### src/rtl/trunk_dpll_pkg.sv
package trunk_dpll_pkg;

    typedef enum logic {
        MODE_TRACK  = 1'b0,
        MODE_DIVIDE = 1'b1
    } dpll_mode_e;

    localparam int DEF_HALF_TICKS  = 16;
    localparam int DEF_FRAME_LINES = 193;
    localparam int DEF_ALT_LINES   = 256;
    localparam int DEF_HIGH_LINES  = 128;
    localparam int DEF_STRETCH_A   = 0;
    localparam int DEF_STRETCH_B   = 96;
    localparam int DEF_SYNC_STAGES = 2;

endpackage

### src/rtl/trunk_dpll_edge_sync.sv
module trunk_dpll_edge_sync #(
    parameter int STAGES = 2
) (
    input  logic clk,
    input  logic rst_n,
    input  logic din,
    output logic lvl,
    output logic rise,
    output logic fall
);
    localparam int TOTAL = STAGES + 1;

    logic [TOTAL-1:0] chain_q;

    always_ff @(posedge clk or negedge rst_n) begin
        if (!rst_n) chain_q[0] <= 1'b0;
        else        chain_q[0] <= din;
    end

    for (genvar i = 1; i < TOTAL; i++) begin : g_stage
        always_ff @(posedge clk or negedge rst_n) begin
            if (!rst_n) chain_q[i] <= 1'b0;
            else        chain_q[i] <= chain_q[i-1];
        end
    end

    assign lvl  = chain_q[STAGES-1];
    assign rise = chain_q[STAGES-1] & ~chain_q[STAGES];
    assign fall = ~chain_q[STAGES-1] & chain_q[STAGES];

endmodule

### src/rtl/trunk_dpll_engine.sv
module trunk_dpll_engine
    import trunk_dpll_pkg::*;
#(
    parameter int HALF_TICKS  = DEF_HALF_TICKS,
    parameter int FRAME_LINES = DEF_FRAME_LINES,
    parameter int ALT_LINES   = DEF_ALT_LINES,
    parameter int HIGH_LINES  = DEF_HIGH_LINES,
    parameter int STRETCH_A   = DEF_STRETCH_A,
    parameter int STRETCH_B   = DEF_STRETCH_B
) (
    input  logic       clk,
    input  logic       rst_n,
    input  logic       half_en,
    input  logic       ref_fall,
    input  logic       ext_lvl,
    input  logic       ext_rise,
    input  dpll_mode_e mode,
    input  logic       div_sel,
    output logic       line_clk,
    output logic       frame_8k,
    output logic       frame_tick
);
    localparam int MAX_LINES = (FRAME_LINES > ALT_LINES) ? FRAME_LINES : ALT_LINES;
    localparam int HW        = $clog2(HALF_TICKS);
    localparam int CW        = $clog2(MAX_LINES);

    localparam logic [HW-1:0] HCNT_LAST   = HW'(HALF_TICKS - 1);
    localparam logic [HW-1:0] LINE_HIGH_C = HW'(HALF_TICKS / 2);
    localparam logic [CW-1:0] MAIN_LAST   = CW'(FRAME_LINES - 1);
    localparam logic [CW-1:0] ALT_LAST    = CW'(ALT_LINES - 1);
    localparam logic [CW-1:0] MAIN_HIGH   = CW'(FRAME_LINES - HIGH_LINES);
    localparam logic [CW-1:0] ALT_HIGH    = CW'(ALT_LINES - HIGH_LINES);
    localparam logic [CW-1:0] MID_FRAME   = CW'(FRAME_LINES / 2);
    localparam logic [CW-1:0] PT_A        = CW'(STRETCH_A);
    localparam logic [CW-1:0] PT_B        = CW'(STRETCH_B);

    typedef struct packed {
        logic [HW-1:0] hcnt;
        logic [CW-1:0] lcnt;
        logic          held;
        logic          slow;
        logic          line;
        logic          tick;
    } state_t;

    state_t st_d, st_q;
    logic [CW-1:0] last_line;
    logic [CW-1:0] high_from;
    logic          at_stretch;

    always_comb begin
        if (mode == MODE_DIVIDE && div_sel) begin
            last_line = ALT_LAST;
            high_from = ALT_HIGH;
        end else begin
            last_line = MAIN_LAST;
            high_from = MAIN_HIGH;
        end
        at_stretch = (st_q.lcnt == PT_A) || (st_q.lcnt == PT_B);

        st_d      = st_q;
        st_d.tick = 1'b0;

        if (mode == MODE_DIVIDE) begin
            st_d.hcnt = '0;
            st_d.held = 1'b0;
            st_d.line = ext_lvl;
            if (ext_rise) begin
                if (st_q.lcnt >= last_line) begin
                    st_d.lcnt = '0;
                    st_d.tick = 1'b1;
                end else begin
                    st_d.lcnt = st_q.lcnt + 1'b1;
                end
            end
        end else begin
            if (ref_fall) begin
                st_d.slow = (st_q.lcnt < MID_FRAME);
            end
            if (half_en) begin
                if (st_q.hcnt == HCNT_LAST) begin
                    if (st_q.slow && !st_q.held && at_stretch) begin
                        st_d.held = 1'b1;
                    end else begin
                        st_d.held = 1'b0;
                        st_d.hcnt = '0;
                        if (st_q.lcnt >= last_line) begin
                            st_d.lcnt = '0;
                            st_d.tick = 1'b1;
                        end else begin
                            st_d.lcnt = st_q.lcnt + 1'b1;
                        end
                    end
                end else begin
                    st_d.hcnt = st_q.hcnt + 1'b1;
                end
            end
            st_d.line = (st_d.hcnt >= LINE_HIGH_C);
        end
    end

    always_ff @(posedge clk or negedge rst_n) begin
        if (!rst_n) st_q <= '0;
        else        st_q <= st_d;
    end

    assign line_clk   = st_q.line;
    assign frame_tick = st_q.tick;
    assign frame_8k   = (st_q.lcnt >= high_from);

endmodule

### src/rtl/trunk_dpll.sv
module trunk_dpll
    import trunk_dpll_pkg::*;
#(
    parameter int HALF_TICKS  = DEF_HALF_TICKS,
    parameter int FRAME_LINES = DEF_FRAME_LINES,
    parameter int ALT_LINES   = DEF_ALT_LINES,
    parameter int HIGH_LINES  = DEF_HIGH_LINES,
    parameter int STRETCH_A   = DEF_STRETCH_A,
    parameter int STRETCH_B   = DEF_STRETCH_B,
    parameter int SYNC_STAGES = DEF_SYNC_STAGES
) (
    input  logic clk,
    input  logic rst_n,
    input  logic half_en,
    input  logic ref_8k,
    input  logic ext_clk,
    input  logic div_mode,
    input  logic div_sel,
    output logic line_clk,
    output logic line_clk_n,
    output logic frame_8k,
    output logic frame_tick
);
    logic       ref_lvl, ref_rise, ref_fall;
    logic       ext_lvl, ext_rise, ext_fall;
    dpll_mode_e mode;

    assign mode = div_mode ? MODE_DIVIDE : MODE_TRACK;

    trunk_dpll_edge_sync #(.STAGES(SYNC_STAGES)) u_ref_sync (
        .clk  (clk),
        .rst_n(rst_n),
        .din  (ref_8k),
        .lvl  (ref_lvl),
        .rise (ref_rise),
        .fall (ref_fall)
    );

    trunk_dpll_edge_sync #(.STAGES(SYNC_STAGES)) u_ext_sync (
        .clk  (clk),
        .rst_n(rst_n),
        .din  (ext_clk),
        .lvl  (ext_lvl),
        .rise (ext_rise),
        .fall (ext_fall)
    );

    trunk_dpll_engine #(
        .HALF_TICKS (HALF_TICKS),
        .FRAME_LINES(FRAME_LINES),
        .ALT_LINES  (ALT_LINES),
        .HIGH_LINES (HIGH_LINES),
        .STRETCH_A  (STRETCH_A),
        .STRETCH_B  (STRETCH_B)
    ) u_engine (
        .clk       (clk),
        .rst_n     (rst_n),
        .half_en   (half_en),
        .ref_fall  (ref_fall),
        .ext_lvl   (ext_lvl),
        .ext_rise  (ext_rise),
        .mode      (mode),
        .div_sel   (div_sel),
        .line_clk  (line_clk),
        .frame_8k  (frame_8k),
        .frame_tick(frame_tick)
    );

    assign line_clk_n = ~line_clk;

endmodule

### config.mk
export PLATFORM = sky130hd
export DESIGN_NAME = trunk_dpll
export DESIGN_NICKNAME = d
export VERILOG_FILES = /design/src/rtl/trunk_dpll_pkg.sv /design/src/rtl/trunk_dpll_edge_sync.sv /design/src/rtl/trunk_dpll_engine.sv /design/src/rtl/trunk_dpll.sv
export SDC_FILE = /design/constraint.sdc
export NUM_CORES = 1
export LEC_CHECK = 0
export ABC_AREA = 1
export BUFFER_PORTS_ARGS = -buffer_cell sky130_fd_sc_hd__buf_2
export CAP_MARGIN = 20
export CORE_AREA = 3 3 54 56
export DETAILED_ROUTE_END_ITERATION = 6
export DIE_AREA = 0 0 57 59
export GPL_ROUTABILITY_DRIVEN = 0
export GPL_TIMING_DRIVEN = 0
export PLACE_DENSITY = 0.72
export SLEW_MARGIN = 20
export SYNTH_ARGS = -nofsm -noshare
export SYNTH_HDL_FRONTEND = slang
export SYNTH_HIERARCHICAL = 1
export SYNTH_SLANG_ARGS = --single-unit
export TNS_END_PERCENT = 30
### constraint.sdc
create_clock -name clk -period 2.3 [get_ports clk]
set_clock_uncertainty 0.05 [all_clocks]
set_input_delay 0.46 -clock clk [delete_from_list [all_inputs] [get_ports clk]]
set_output_delay 0.46 -clock clk [all_outputs]
set_load 0.005 [all_outputs]
# == Word-level counts from Yosys, hierarchy flattened ==
# Cells that the tools add are included.
# classes
muxes,18
eq_ne,4
n_reduce_logical,11
addsub,2
order_cmp,4
bitwise_logic,6
# op_table
cell,count
$mux W13,3
$mux W8,3
$ge A8 B8 Y1,2
$mux W12,1
$mux W9,1
$add A8 B1 Y8 const B,1
$eq A8 B7 Y1 const B,1
$logic_not A8 Y1,1
$lt A8 B7 Y1 const B,1
$mux W1,7
$mux W6,1
$add A4 B1 Y4 const B,1
$eq A4 B4 Y1 const B,1
$ge A4 B4 Y1 const B,1
$mux W4,1
$ne A2 B2 Y1 const B,2
$not A1 Y1,4
$reduce_and A2 Y1,2
$reduce_and A4 Y1,1
$reduce_bool A2 Y1,2
$logic_and A1 B1 Y1,3
$and A1 B1 Y1,2
$mux W2,1
$logic_not A1 Y1,1
$logic_or A1 B1 Y1,1
# totals
inputBits,7
wordCells,57
out_inout_bits,4
regBits,22

# == Logic depth before layout (Yosys ltp) ==
# depth
word_depth,11
depth_mapped,12
ltp_nobuf,11

# == Cells and area by module ==
# Netlist, hierarchy kept.
# by_module_without_submodules
module,area_each_um2,cells_each,seq_area_each_um2,instances
trunk_dpll_engine,1164.9,156,400.4,1
trunk_dpll_edge_sync,90.1,7,75.1,2
trunk_dpll,3.8,1,0.0,1

# == Least setup slack after synthesis ==
# Ideal clock, no wire load.
# synth_timing
kind,input port to output port
startpoint,input div_mode
endpoint,output frame_8k
required_time_ps,1790
setup_slack_ps,239
cell_stages,8
t_arrival_ps,1551
n_path_buf,1
path_cell_list,buf_4 -> nand2_1 -> ha_1 -> inv_1 -> nand2_1 -> nor2_1 -> o2111ai_1 -> a31o_2
# synth_via
elab_chain_len,4
# synth_rtl
item,line_no,rtl
start: declaration,trunk_dpll.sv:17,"input logic div_mode,"
$mux W1,trunk_dpll.sv:28,assign mode = div_mode ? MODE_DIVIDE : MODE_TRACK;
$logic_and A1 B1 Y1,trunk_dpll_engine.sv:52,if (mode == MODE_DIVIDE && div_sel) begin
$mux W8,trunk_dpll_engine.sv:52,
$ge A8 B8 Y1,trunk_dpll_engine.sv:109,assign frame_8k = (st_q.lcnt >= high_from);
end: declaration,trunk_dpll.sv:21,"output logic frame_8k,"
# No other way between the ends.

# == Worst setup path after layout ==
# layout_timing
startpoint,register u_engine/st_q[4] (netlist bit)
endpoint,output frame_8k
# layout_via
elab_chain_len,1
# layout_rtl
item,line_no,rtl
start: declaration,trunk_dpll_engine.sv:46,"state_t st_d, st_q;"
start signal: assignment,trunk_dpll_engine.sv:104,else st_q <= st_d;
$ge A8 B8 Y1,trunk_dpll_engine.sv:109,
# No other way between the ends.

==> flow_metrics.py <==
metrics = {
    "floorplanning": {
        "fp.dieH_um": 59,
        "fp.dieArea_mm2": 0.00336,
        "row_count": 18,
        "core-area_mm2": 0.00248,
        "dieWidth_um": 57,
        "start_util_pct": 53.8,
        "pin_count": 11,
    },
    "critical_path": {
        "crit_path_end_kind": "primary output",
        "crit_chain": "inv_2 -> ha_4 -> inv_2 -> nand2_2 -> nor2_2 -> o2111ai_1 -> a31o_2 -> buf_2",
        "crit_type": "register to primary output",
        "cp.required_ns": 1.79,
        "start_kind": "register",
        "crit_fanout": 4,
        "crit_path_max_incr_delay_ns": 0.43,
        "crit_arrival_ns": 1.73,
        "critPathLaunch": "u_engine/st_q[4]",
        "critPathMostFrequentCell": "inv_2",
        "crit_slowest_cell": "dfrtp_1",
        "worstReg2RegStart": "u_engine/st_q[4]",
    },
    "finish": {
        "final-seq-area_um2": 551,
        "fillers": 213,
        "nNetsFinal": 202,
        "post_route_cells_drive_above_1_share_pct": 19.0,
        "multi_input_comb_area_um2": 693,
        "area_delta_synth_final_pct": 12.7,
        "design_area_mm2": 0.00150,
        "final_cell_mix": "nand2_1 (35), dfrtp_1 (22), inv_1 (21)",
        "antenna_cells": 0,
        "mostFrequentLayoutCell": "nand2_1",
    },
    "route": {
        "routed_via_density": 5.32,
        "drt-initial-drc-count": 47,
        "wl_per_cell_um": 12.2,
        "drt_pass1_iterations": 4,
        "postRouteAntennaNets": 0,
        "drt_wl_total_mm": 2.62,
        "vias": 1138,
        "drc_errors": 0,
    },
    "grt": {
        "grt_pass1_vias": 1079,
        "grt_max_degree": 23,
        "grt_pass1_wl_mm": 4.35,
        "grt_usage_pct": 16.5,
        "grt_antenna_before_repair": 0,
        "grt_overflow": 0,
    },
    "place": {
        "place_ws_ns": -0.0271,
        "postPlaceCellArea_mm2": 0.00142,
        "portBuffers": 9,
        "place_hpwl_mm": 1.91,
    },
    "clock_network": {
        "clock-sinks": 22,
        "cts_tree": "built",
        "cts_buffers": 3,
        "root_buffer": "clkbuf_4",
        "htree_levels": 1,
        "insertion_delay_ns": 0.31,
        "clock_path_buffers": 2,
        "clkTransAtPathRegs_ns": 0.12,
    },
    "power_and_ir_drop": {
        "power_density_mw_per_mm2": 743,
        "leakagePower_nw": 0.762,
        "max-vdd-ir-drop_mv": 0.485,
        "finalPower_mw": 1.12,
    },
    "synth": {
        "syn_inst": 167,
        "synth_warnings": 6,
        "syn_area_mm2": 0.00133,
        "syn-num-nets": 184,
        "avgSynthCellArea_um2": 7.99,
    },
    "timing": {
        "rsz0062_at_grt": "yes",
        "period_needed_ns": 2.24,
        "drv_slew": 0,
        "tightest_slew_ns": 0.477,
        "setup_viol": 0,
        "final_hold_viol_count": 0,
        "setup_slack_ns": 0.0602,
        "period_share_pct": 97.4,
        "max_freq_mhz": 446,
        "maxSlewHeadroom_pct": 68.2,
    },
    "worst_hold_path": {
        "min_path_type": "input port to async pin",
    },
    "run": {
        "maxCapViolCount": 0,
    },
    "outcome": {
        "status": "finished, final reports clean",
    },
}
==> metal layers <==
metal,part of all wire [%],track usage (%),up-vias
met5,0,0,-
met4,1.0,4.97,0
met3,5.0,3.92,4
met2,47,27.6,29
met1,47,21.2,530
li1,-,-,575
==> final timing paths <==
| kind | endpoint | slack, ns | cells past startpoint |
|---|---|---|---|
| worst max-delay path | frame_8k | 0.06 | 8 |
| worst min-delay path | u_engine/st_q[13] | 0.04 | 1 |
| worst max register to register | u_engine/st_q[11] | 0.47 | 10 |
| worst min register to register | u_ext_sync/lvl | 0.31 | 0 |
| max in group asynchronous | u_engine/st_q[6] | 1.83 | 1 |
| min in group clk | u_ref_sync/chain_q[0] | 0.21 | 1 |
==> area by class of cell <==
cell class / instances / area share [%]
clock buffers: 4 / 2.41
multi-input cells: 117 / 46.1
plain buffers: 2 / 0.833
well taps: 30 / 2.50
repair buffers: 13 / 5.00
inverters: 26 / 6.49
flip-flops and latches: 22 / 36.6
==> flip-flops by register name, summed over array words and instances, names as in the netlist <==
signal / cells
u_engine/st_q: 14
u_ext_sync/chain_q: 2
u_ref_sync/chain_q: 2
u_engine/frame_tick: 1
u_engine/line_clk: 1
u_ext_sync/lvl: 1
u_ref_sync/lvl: 1
==> metrics by stage <==
step / util, % / setup TNS (ns) / cells / hold slack (ns)
after global routing: 60.7 / -0.0437 / 214 / 0.0598
after global placement: 57.2 / 0 / 206 / 0.286
after floorplan: - / 0 / 167 / 0.114
after detailed placement: 57.2 / -0.0271 / 206 / 0.286
after CTS: 58.7 / 0 / 210 / 0.0561
final: 60.7 / 0 / 214 / 0.0358
==> power breakdown <==
group	switching (mW)	internal, mW
clock	0.113	0.0965
combinational	0.222	0.171
sequential	0.0738	0.441
==> critical path, delay by kind of cell (launching register included) <==
family | cells | cell delay, ns
buffers and inverters | 3 | 0.31
AOI/OAI and AO/OA | 2 | 0.35
and+or+nand+nor | 2 | 0.14
DFF | 1 | 0.43
adders and majority gates | 1 | 0.21
==> repair_timing <==
item,CTS,global route
buffers inserted,0,4
setup endpoints to repair,1,1
resized for setup,2,4
pin swaps,0,3
hold buffers,0,0
Power figures use the tool's default switching activity.
